==> src/rtl/conv_enc_pkg.sv <==
package conv_enc_pkg;
  localparam int unsigned MIN_K     = 3;
  localparam int unsigned MAX_K     = 12;
  localparam int unsigned MIN_OUTS  = 2;
  localparam int unsigned MAX_OUTS  = 8;
  // constraint lengths above this get one extra output stage
  localparam int unsigned SHORT_K_MAX = 4;

  function automatic int unsigned enc_latency(input int unsigned k);
    return (k > SHORT_K_MAX) ? 3 : 2;
  endfunction
endpackage

==> src/rtl/conv_enc_in_reg.sv <==
module conv_enc_in_reg (
  input  logic clk,
  input  logic rst_n,
  input  logic bit_d,
  input  logic vld_d,
  output logic bit_q,
  output logic vld_q
);
  always_ff @(posedge clk or negedge rst_n) begin
    if (!rst_n) begin
      bit_q <= 1'b0;
      vld_q <= 1'b0;
    end else begin
      vld_q <= vld_d;
      // keep the data bit unchanged on idle cycles
      if (vld_d) bit_q <= bit_d;
    end
  end
endmodule

==> src/rtl/conv_enc_history.sv <==
module conv_enc_history #(
  parameter int unsigned K = 7,
  localparam int unsigned HW = K - 1
) (
  input  logic          clk,
  input  logic          rst_n,
  input  logic          shift_en,
  input  logic          new_bit,
  output logic [HW-1:0] hist
);
  // hist[HW-1] is the most recent accepted bit, hist[0] the oldest
  always_ff @(posedge clk or negedge rst_n) begin
    if (!rst_n)        hist <= '0;
    else if (shift_en) hist <= {new_bit, hist[HW-1:1]};
  end
endmodule

==> src/rtl/conv_enc_taps.sv <==
module conv_enc_taps #(
  parameter int unsigned K     = 7,
  parameter int unsigned N_OUT = 2,
  parameter logic [N_OUT*K-1:0] POLYS = '0
) (
  input  logic [K-1:0]     window,
  output logic [N_OUT-1:0] code
);
  for (genvar g = 0; g < N_OUT; g++) begin : g_poly
    localparam logic [K-1:0] P = POLYS[g*K +: K];
    assign code[g] = ^(window & P);
  end
endmodule

==> src/rtl/conv_enc_out_pipe.sv <==
module conv_enc_out_pipe #(
  parameter int unsigned W      = 2,
  parameter int unsigned STAGES = 1
) (
  input  logic         clk,
  input  logic         rst_n,
  input  logic [W-1:0] d_in,
  input  logic         v_in,
  output logic [W-1:0] d_out,
  output logic         v_out
);
  logic [W-1:0]      d_q [STAGES];
  logic [STAGES-1:0] v_q;

  always_ff @(posedge clk or negedge rst_n) begin
    if (!rst_n) begin
      for (int s = 0; s < STAGES; s++) d_q[s] <= '0;
      v_q <= '0;
    end else begin
      v_q[0] <= v_in;
      if (v_in) d_q[0] <= d_in;
      for (int s = 1; s < STAGES; s++) begin
        v_q[s] <= v_q[s-1];
        if (v_q[s-1]) d_q[s] <= d_q[s-1];
      end
    end
  end

  assign d_out = d_q[STAGES-1];
  assign v_out = v_q[STAGES-1];
endmodule

==> src/rtl/conv_encoder.sv <==
module conv_encoder
  import conv_enc_pkg::*;
#(
  parameter int unsigned K     = 7,
  parameter int unsigned N_OUT = 2,
  parameter logic [N_OUT*K-1:0] POLYS = {7'o133, 7'o171}
) (
  input  logic             clk,
  input  logic             rst_n,
  input  logic             in_bit,
  input  logic             in_valid,
  output logic [N_OUT-1:0] out_code,
  output logic             out_valid
);
  localparam int unsigned LAT        = enc_latency(K);
  localparam int unsigned OUT_STAGES = LAT - 1;

  logic           cur_bit, cur_vld;
  logic [K-2:0]   hist;
  logic [N_OUT-1:0] code_c;

  conv_enc_in_reg u_in (
    .clk(clk), .rst_n(rst_n),
    .bit_d(in_bit), .vld_d(in_valid),
    .bit_q(cur_bit), .vld_q(cur_vld)
  );

  conv_enc_history #(.K(K)) u_hist (
    .clk(clk), .rst_n(rst_n),
    .shift_en(cur_vld), .new_bit(cur_bit), .hist(hist)
  );

  conv_enc_taps #(.K(K), .N_OUT(N_OUT), .POLYS(POLYS)) u_taps (
    .window({cur_bit, hist}), .code(code_c)
  );

  conv_enc_out_pipe #(.W(N_OUT), .STAGES(OUT_STAGES)) u_out (
    .clk(clk), .rst_n(rst_n),
    .d_in(code_c), .v_in(cur_vld),
    .d_out(out_code), .v_out(out_valid)
  );
endmodule

==> config.mk <==
export PLATFORM = sky130hd
export DESIGN_NAME = conv_encoder
export DESIGN_NICKNAME = d
export VERILOG_FILES = /design/src/rtl/conv_enc_pkg.sv /design/src/rtl/conv_enc_in_reg.sv /design/src/rtl/conv_enc_history.sv /design/src/rtl/conv_enc_taps.sv /design/src/rtl/conv_enc_out_pipe.sv /design/src/rtl/conv_encoder.sv
export SDC_FILE = /design/constraint.sdc
export NUM_CORES = 1
export LEC_CHECK = 0
export BUFFER_PORTS_ARGS = -buffer_cell sky130_fd_sc_hd__buf_4
export CAP_MARGIN = 10
export CORE_MARGIN = 5
export CORE_UTILIZATION = 37
export CTS_CLUSTER_SIZE = 25
export DETAILED_ROUTE_END_ITERATION = 12
export PLACE_DENSITY_LB_ADDON = 0.15
export SLEW_MARGIN = 20
export SYNTH_ARGS = -nofsm -noshare
export SYNTH_HDL_FRONTEND = slang
export SYNTH_SLANG_ARGS = --single-unit
==> constraint.sdc <==
create_clock -name clk -period 1.59 [get_ports clk]
set_input_delay 0.159 -clock clk [delete_from_list [all_inputs] [get_ports clk]]
set_output_delay 0.159 -clock clk [all_outputs]
set_load 0.02 [all_outputs]
==> impl_metrics.json, run 1 <==
{
  "wl_per_cell_um": 13.4,
  "start_kind": "flop",
  "r2r_slack_ns": 0.39,
  "die_w_um": 49.2,
  "rsz0062_at_grt": "no",
  "grt_max_degree": 15,
  "reg2reg_from": "u_hist.hist[4]$_DFFE_PN0P_",
  "cpMaxStageDelayCell": "dfrtp_1",
  "core_region_area_sq_mm": 0.00149,
  "grt_usage": 0.0801,
  "route.detailed.drc": 0,
  "cts_tree": "yes",
  "clock_latency_ns": 0.26,
  "yosysWarnings": 0,
  "io_buffers": 6,
  "max_slew_margin": 0.754,
  "grt_pass1_vias": 332,
  "viasPerCell": 4.78,
  "syn_inst": 34,
  "start_util": 0.382,
  "max_freq_ghz": 0.835,
  "path_buf_inv": 0,
  "die_area_sq_mm": 0.00242,
  "nFillCells": 131,
  "cap_viol_max_count": 0,
  "wirelength_um": 780,
  "syn-cell-area_sq_um": 569,
  "setup_tns_ns": 0,
  "total_power_mw": 1.06,
  "min_to": "u_in.bit_q$_DFFE_PN0P_",
  "min_from": "in_bit",
  "detail-route-antenna-nets": 0,
  "worstMarginPinSlew_ns": 0.369,
  "leakage_nw": 0.314,
  "drt-initial-drc-count": 0,
  "crit_required_ns": 1.78,
  "fin_skew_ns": 0.00298,
  "seq_area_frac_synth": 0.615,
  "cts_setup_buffers": 0,
  "cts.sinks": 14,
  "cts_buffers": 3,
  "gp_congestion": 0.679,
  "finalHoldViolCount": 0,
  "r2r-end": "u_out.d_q[3]$_DFFE_PN0P_",
  "setup-violations-final": 0,
  "critPathMaxStageDelay_ns": 0.42,
  "period_needed_ns": 1.20,
  "drive_gt1_frac": 0.452,
  "regArea_sq_um": 350,
  "via_count": 277,
  "arrival_ns": 1.39,
  "path_clk_slew_ns": 0.07,
  "path_depth": 3,
  "rows": 14,
  "finish.net_count": 48,
  "cp-end-kind": "flop",
  "drv_slew": 0,
  "ir_drop_uv": 662,
  "fp.dieH_um": 49.2,
  "crit_family": "XOR/XNOR gates",
  "diodes": 0,
  "area_growth_syn_to_layout_pct": 15.4,
  "dr.pass1.iters": 1,
  "syn_area_per_cell_sq_um": 16.7,
  "grt_pass1_wl_um": 1410,
  "clockBufferDepth": 2,
  "critPathMaxFanout": 3,
  "place_hpwl_um": 600,
  "htree_levels": 1,
  "multiInputGateArea_sq_um": 191,
  "antenna_found_initial": 0,
  "min_period_over_period": 0.753,
  "hold_depth": 2,
  "p_per_area_mw_per_mm2": 1620,
  "synth.ff_latch_count": 14,
  "syn_nets": 38,
  "outcome": "complete, no violations",
  "grt_overflow_total": 0,
  "ioPinCount": 7,
  "reg2reg_depth": 3,
  "criticalPathCategory": "reg -> reg",
  "min_path_type": "in -> reg",
  "path_cells": "xnor2_2 > xnor3_1 > mux2i_1",
  "yosysUniqueCellTypes": 9,
  "clock-root-buffer": "clkbuf_4"
}
cell usage after synthesis:
library cell,count,area [sq um]
buf_2,1,5.00
xnor2_2,1,16.3
mux2_2,9,101
mux2i_1,2,20.0
buf_4,2,15.0
xnor3_1,2,45.0
inv_1,2,7.51
dfrtp_1,14,350
xnor2_1,1,8.76
worst reg2reg max path, stage by stage (launching register included):
cell and delay (ns):
dfrtp_1 0.42, xnor2_2 0.23, xnor3_1 0.35, mux2i_1 0.14
layout by cell type, fill, tap and decap left out, drive strengths merged:
| cell type | n |
|---|---|
| clkbuf | 3 |
| xnor2 | 2 |
| mux2i | 2 |
| mux2 | 9 |
| dfrtp | 14 |
| buf | 6 |
| xnor3 | 2 |
| inv | 2 |
| dlygate4sd3 | 2 |
layer usage:
| metal | share of wire | routed length [um] | track usage | vias up |
|---|---|---|---|---|
| li1 | - | - | - | 130 |
| met1 | 0.43 | 338 | 0.0891 | 136 |
| met2 | 0.49 | 384 | 0.118 | 9 |
| met3 | 0.058 | 45 | 0.0306 | 2 |
| met4 | 0.015 | 12 | 0.0673 | 0 |
| met5 | 0 | 0 | 0 | - |
state kept, by name, summed over array words and instances (netlist names):
name / count
u_hist.hist: 6
u_out.d_out: 2
u_out.d_q: 2
u_out.v_q: 2
u_in.bit_q: 1
u_in.vld_q: 1
metrics by stage:
| stage | worst slack, ns | hold slack [ns] | util | area (sq um) | std cells |
|---|---|---|---|---|---|
| floorplan | 0.468 | -0.137 | - | 569 | 34 |
| global placement | 0.400 | 0.00985 | 0.413 | 614 | 53 |
| detailed placement | 0.398 | 0.0139 | 0.413 | 614 | 53 |
| CTS | 0.384 | 0.125 | 0.441 | 657 | 58 |
| global route | 0.318 | 0.128 | 0.441 | 657 | 58 |
| finish | 0.392 | 0.129 | 0.441 | 657 | 58 |
logic make-up after synthesis:
kind of cell / synth area share
flip-flops: 0.615
multiplexers: 0.213
XOR/XNOR: 0.123
buffers and inverters: 0.0483
power breakdown:
group	switching [mW]	leakage, nW	internal (mW)
sequential	0.0686	0.164	0.458
clock	0.0944	0.0138	0.0875
combinational	0.127	0.136	0.228
what timing repair did:
| action | CTS | global route |
|---|---|---|
| endpoints found under the hold margin | 15 | 0 |
| hold buffers | 2 | 0 |
| resized for setup | 0 | 0 |
area by class of cell:
| type | count | area share |
|---|---|---|
| Sequential cell | 14 | 0.533 |
| Tap cell | 16 | 0.0305 |
| Timing Repair Buffer | 8 | 0.0990 |
| Clock buffer | 3 | 0.0343 |
| Inverter | 2 | 0.0114 |
| Multi-Input combinational cell | 15 | 0.291 |
worst max path at each step:
stage / end / from
2_1_floorplan: u_out.d_q[2]$_DFFE_PN0P_ / u_hist.hist[4]$_DFFE_PN0P_
3_3_place_gp: u_out.d_q[3]$_DFFE_PN0P_ / u_hist.hist[4]$_DFFE_PN0P_
3_5_place_dp: u_out.d_q[3]$_DFFE_PN0P_ / u_hist.hist[4]$_DFFE_PN0P_
4_1_cts: u_out.d_q[3]$_DFFE_PN0P_ / u_hist.hist[4]$_DFFE_PN0P_
5_1_grt: u_out.d_q[3]$_DFFE_PN0P_ / u_hist.hist[4]$_DFFE_PN0P_
6_report: u_out.d_q[3]$_DFFE_PN0P_ / u_hist.hist[4]$_DFFE_PN0P_
Power figures use the tool's default switching activity.
==> run 2, diff against run 1 <==
clock period = 1.1 ns   (was 1.59 ns; I/O delays follow)
==> run 2 against run 1 <==
Net effect: the flow now finishes with violations (negative setup slack); utilization is 3.0 points higher; final cell count rose by 8.6%; power up 50%; worst setup slack worse by 0.46 ns; first-iteration DRC count unchanged; hold slack got worse by 0.048 ns; critical path type unchanged; critical endpoint is now u_out.d_q[2]$_DFFE_PN0P_; largest power group unchanged.
==> impl_metrics.json, run 2 (same netlist as run 1, synthesis figures left out) <==
{
  "r2r_slack_ns": -0.07,
  "core_region_area_sq_mm": 0.00149,
  "clock-root-buffer": "clkbuf_4",
  "dr.pass1.iters": 1,
  "die_w_um": 49.2,
  "detail-route-antenna-nets": 0,
  "max_freq_ghz": 0.855,
  "ir_drop_uv": 838,
  "cts_setup_buffers": 0,
  "p_per_area_mw_per_mm2": 2280,
  "hold_depth": 2,
  "die_area_sq_mm": 0.00242,
  "route.detailed.drc": 0,
  "drt-initial-drc-count": 0,
  "max_slew_margin": 0.811,
  "wirelength_um": 810,
  "multiInputGateArea_sq_um": 199,
  "rsz0062_at_grt": "yes",
  "regArea_sq_um": 350,
  "cap_viol_max_count": 0,
  "io_buffers": 6,
  "fp.dieH_um": 49.2,
  "fin_util": 0.471,
  "period_needed_ns": 1.17,
  "fin_skew_ns": 0.00589,
  "rows": 14,
  "r2r-end": "u_out.d_q[2]$_DFFE_PN0P_",
  "area_growth_syn_to_layout_pct": 23.3,
  "finish.net_count": 53,
  "gp_congestion": 0.683,
  "place_ws_ns": -0.0827,
  "grt_overflow_total": 0,
  "violations": "negative setup slack",
  "reg2reg_from": "u_in.bit_q$_DFFE_PN0P_",
  "place_hpwl_um": 626,
  "crit_required_ns": 1.29,
  "arrival_ns": 1.36,
  "viasPerCell": 4.62,
  "critPathMaxFanout": 2,
  "leakage_nw": 0.344,
  "criticalPathCategory": "reg -> reg",
  "via_count": 291,
  "final_cell_mix": "dfrtp_1 (14), buf_4 (11), mux2_2 (9)",
  "grt_pass1_wl_um": 1560,
  "worstMarginPinSlew_ns": 0.283,
  "grt_usage": 0.0824,
  "drive_gt1_frac": 0.532,
  "path_clk_slew_ns": 0.08,
  "htree_levels": 1,
  "reg2reg_depth": 3,
  "min_from": "in_bit",
  "finalHoldViolCount": 0,
  "largest_reg_flops": 6,
  "min_period_over_period": 1.06,
  "cts_buffers": 3,
  "ioPinCount": 7,
  "setup-violations-final": 2,
  "cp-end-kind": "flop",
  "start_util": 0.382,
  "outcome": "complete, but fails checks",
  "fin_ws_ns": -0.0700,
  "placed_cell_area_sq_um": 659,
  "drv_slew": 0,
  "min_path_type": "in -> reg",
  "clock_latency_ns": 0.27,
  "grt_max_degree": 15,
  "start_kind": "flop",
  "nFillCells": 125,
  "diodes": 0,
  "total_power_mw": 1.60,
  "design_area_sq_um": 702,
  "top_register": "u_hist.hist",
  "min_to": "u_in.bit_q$_DFFE_PN0P_",
  "final_common_cell": "dfrtp_1",
  "grt_pass1_vias": 351,
  "cts.sinks": 14,
  "wl_per_cell_um": 12.9,
  "cts_tree": "yes",
  "clockBufferDepth": 2,
  "antenna_found_initial": 0
}
## run 2: cell count changes in the layout (fill, tap and decap cells not counted), sizes merged
cell,change
buf,+5
## run 2: per-layer routing
| layer | global-route usage | vias to the layer above | wire, um |
|---|---|---|---|
| li1 | - | 138 | - |
| met1 | 0.0923 | 147 | 355 |
| met2 | 0.137 | 6 | 408 |
| met3 | 0.0367 | 0 | 46 |
| met4 | 0.0269 | 0 | 0 |
| met5 | 0 | - | 0 |
## run 2: worst max path at each step
stage | from | to | slack, ns
5_1_grt | u_in.bit_q$_DFFE_PN0P_ | u_out.d_q[2]$_DFFE_PN0P_ | -0.14
3_3_place_gp | u_hist.hist[3]$_DFFE_PN0P_ | u_out.d_q[2]$_DFFE_PN0P_ | -0.06
3_5_place_dp | u_hist.hist[3]$_DFFE_PN0P_ | u_out.d_q[2]$_DFFE_PN0P_ | -0.08
6_report | u_in.bit_q$_DFFE_PN0P_ | u_out.d_q[2]$_DFFE_PN0P_ | -0.07
4_1_cts | u_hist.hist[4]$_DFFE_PN0P_ | u_out.d_q[2]$_DFFE_PN0P_ | -0.09
2_1_floorplan | u_hist.hist[3]$_DFFE_PN0P_ | u_out.d_q[2]$_DFFE_PN0P_ | 0.001
## run 2: metrics by stage
step           hold WS [ns]  instances  setup TNS, ns
2_1_floorplan        -0.186         34              0
5_1_grt              0.0782         63         -0.258
3_5_place_dp        -0.0326         58         -0.146
4_1_cts              0.0755         63         -0.169
3_3_place_gp        -0.0391         58        -0.0551
6_report             0.0814         63         -0.121
## run 2: where the power goes
group / leakage, nW / switching (mW) / internal, mW / total (mW)
logic: 0.166 / 0.189 / 0.376 / 0.565
registers: 0.164 / 0.0991 / 0.661 / 0.760
clock network: 0.0138 / 0.145 / 0.126 / 0.272
## run 2: layout make-up
type,count,area share
Clock buffer,3,0.0321
Sequential cell,14,0.499
Multi-Input combinational cell,15,0.283
Tap cell,16,0.0285
Timing Repair Buffer,13,0.146
Inverter,2,0.0107
## run 2: timing repair
item,CTS,global route
setup endpoints to repair,2,2
pin swaps,2,0
endpoints found under the hold margin,15,0
hold buffers,2,0
cloned,0,0
gates resized for setup,0,0
## run 2: critical path, cell delays in order, from the launching register on
cell and delay (ns):
dfrtp_1 0.41, xnor2_2 0.22, xnor3_1 0.33, mux2i_1 0.13
==> run 3, diff against run 2 <==
--- a/config.mk
+++ b/config.mk
@@ -9,5 +9,5 @@
 export CAP_MARGIN = 10
 export CORE_MARGIN = 5
-export CORE_UTILIZATION = 37
+export CORE_UTILIZATION = 35
 export CTS_CLUSTER_SIZE = 25
 export DETAILED_ROUTE_END_ITERATION = 12
==> constraint.sdc (replaced) <==
create_clock -name clk -period 1.1 [get_ports clk]
set_input_delay 0.165 -clock clk [delete_from_list [all_inputs] [get_ports clk]]
set_output_delay 0.165 -clock clk [all_outputs]
set_load 0.02 [all_outputs]
==> run 3 against run 2 <==
Net effect: the flow still finishes with violations (negative setup slack); sequential cell count is the same; combinational power grew 2%; final cell count grew 1.6%; critical endpoint is now u_out.d_q[3]$_DFFE_PN0P_.
==> impl_metrics.json, run 3 (same netlist as run 1, synthesis figures left out) <==
{
  "finish.net_count": 53,
  "cts_setup_buffers": 0,
  "placed_cell_area_sq_um": 659,
  "cts.sinks": 14,
  "ioPinCount": 7,
  "fin_util": 0.470,
  "place_hpwl_um": 609,
  "cts_tree": "yes",
  "p_per_area_mw_per_mm2": 2370,
  "outcome": "complete, but fails checks",
  "io_buffers": 6,
  "route.detailed.drc": 0,
  "violations": "negative setup slack",
  "min_period_over_period": 1.07,
  "gp_congestion": 0.694,
  "fin_skew_ns": 0.00338,
  "die_w_um": 50.3,
  "multiInputGateArea_sq_um": 199,
  "area_growth_syn_to_layout_pct": 25.7,
  "grt_usage": 0.0814,
  "design_area_sq_um": 716,
  "max_freq_ghz": 0.850,
  "start_util": 0.374,
  "detail-route-antenna-nets": 0,
  "worstMarginPinSlew_ns": 0.273,
  "dr.pass1.iters": 1,
  "drv_slew": 0,
  "setup-violations-final": 2,
  "drt-initial-drc-count": 0,
  "top_register": "u_hist.hist",
  "start_kind": "flop",
  "arrival_ns": 1.37,
  "fin_ws_ns": -0.0765,
  "path_clk_slew_ns": 0.08,
  "fp.dieH_um": 50.3,
  "min_path_type": "in -> reg",
  "final_cell_mix": "dfrtp_1 (14), buf_4 (11), mux2_2 (9)",
  "rows": 14,
  "diodes": 0,
  "place_ws_ns": -0.0826,
  "crit_required_ns": 1.29,
  "wl_per_cell_um": 13.0,
  "final_common_cell": "dfrtp_1",
  "placed_cells": 58,
  "leakage_nw": 0.351,
  "nFillCells": 138,
  "stdcell_count": 64,
  "die_area_sq_mm": 0.00253,
  "grt_overflow_total": 0,
  "drive_gt1_frac": 0.542,
  "clockBufferDepth": 2,
  "clock-root-buffer": "clkbuf_4",
  "grt_max_degree": 15,
  "via_count": 286,
  "largest_reg_flops": 6,
  "grt_pass1_vias": 344,
  "antenna_found_initial": 0,
  "clock_latency_ns": 0.27,
  "cap_viol_max_count": 0,
  "period_needed_ns": 1.18,
  "finalHoldViolCount": 0,
  "max_slew_margin": 0.818,
  "post_cts_resized": 0,
  "regArea_sq_um": 350,
  "viasPerCell": 4.47,
  "criticalPathCategory": "reg -> reg",
  "worst_hold_slack_ns": 0.118,
  "core_region_area_sq_mm": 0.00152,
  "cp-end-kind": "flop",
  "rsz0062_at_grt": "yes",
  "grt_pass1_wl_um": 1520,
  "critPathMaxFanout": 2,
  "htree_levels": 1,
  "ir_drop_uv": 902,
  "wirelength_um": 833,
  "cts_buffers": 3
}
[run 3: critical path, stage by stage, from the launching register on]
cell,delay (ns)
dfrtp_1,0.41
xnor2_2,0.20
xnor3_1,0.33
mux2i_1,0.15
[run 3: path summary, 6_finish.rpt]
| path | cells past startpoint | slack (ns) | start | end |
|---|---|---|---|---|
| max | 3 | -0.08 | u_hist.hist[4]$_DFFE_PN0P_ | u_out.d_q[3]$_DFFE_PN0P_ |
| min | 2 | 0.12 | in_bit | u_in.bit_q$_DFFE_PN0P_ |
| max reg2reg | 3 | -0.08 | u_hist.hist[4]$_DFFE_PN0P_ | u_out.d_q[3]$_DFFE_PN0P_ |
| min reg2reg | 0 | 0.42 | u_out.v_q[0]$_DFF_PN0_ | u_out.v_q[1]$_DFF_PN0_ |
| max in group asynchronous | 2 | 0.67 | rst_n | u_hist.hist[2]$_DFFE_PN0P_ |
| min in group asynchronous | 2 | 0.27 | rst_n | u_out.v_q[0]$_DFF_PN0_ |
[run 3: cell type report]
type,instances,share of cell area
Sequential cell,14,0.490
Tap cell,16,0.0280
Inverter,2,0.0105
Multi-Input combinational cell,15,0.278
Timing Repair Buffer,13,0.143
Clock buffer,4,0.0507
[run 3: power by group]
part / leakage (nW) / internal [mW] / switching, mW
Sequential: 0.164 / 0.661 / 0.100
Clock: 0.0210 / 0.201 / 0.158
Combinational: 0.166 / 0.377 / 0.197
[run 3: routing by layer]
metal | track usage | up-vias | wire length, um
met5 | 0 | - | 0
met4 | 0.0383 | 0 | 0
met3 | 0.0355 | 0 | 51
met2 | 0.134 | 6 | 432
met1 | 0.0897 | 140 | 348
li1 | - | 140 | -
[run 3: stage by stage]
stage / power (mW) / TNS [ns]
floorplan: 1.19 / 0
global placement: 1.33 / -0.0589
detailed placement: 1.36 / -0.156
CTS: 1.73 / -0.194
global route: 1.80 / -0.299
finish: 1.69 / -0.141
[run 3: what timing repair did]
item	in CTS	in global routing
hold endpoints to repair	15	0
pin swaps	1	0
gates cloned	0	0
hold buffers	2	0
setup endpoints to repair	2	2
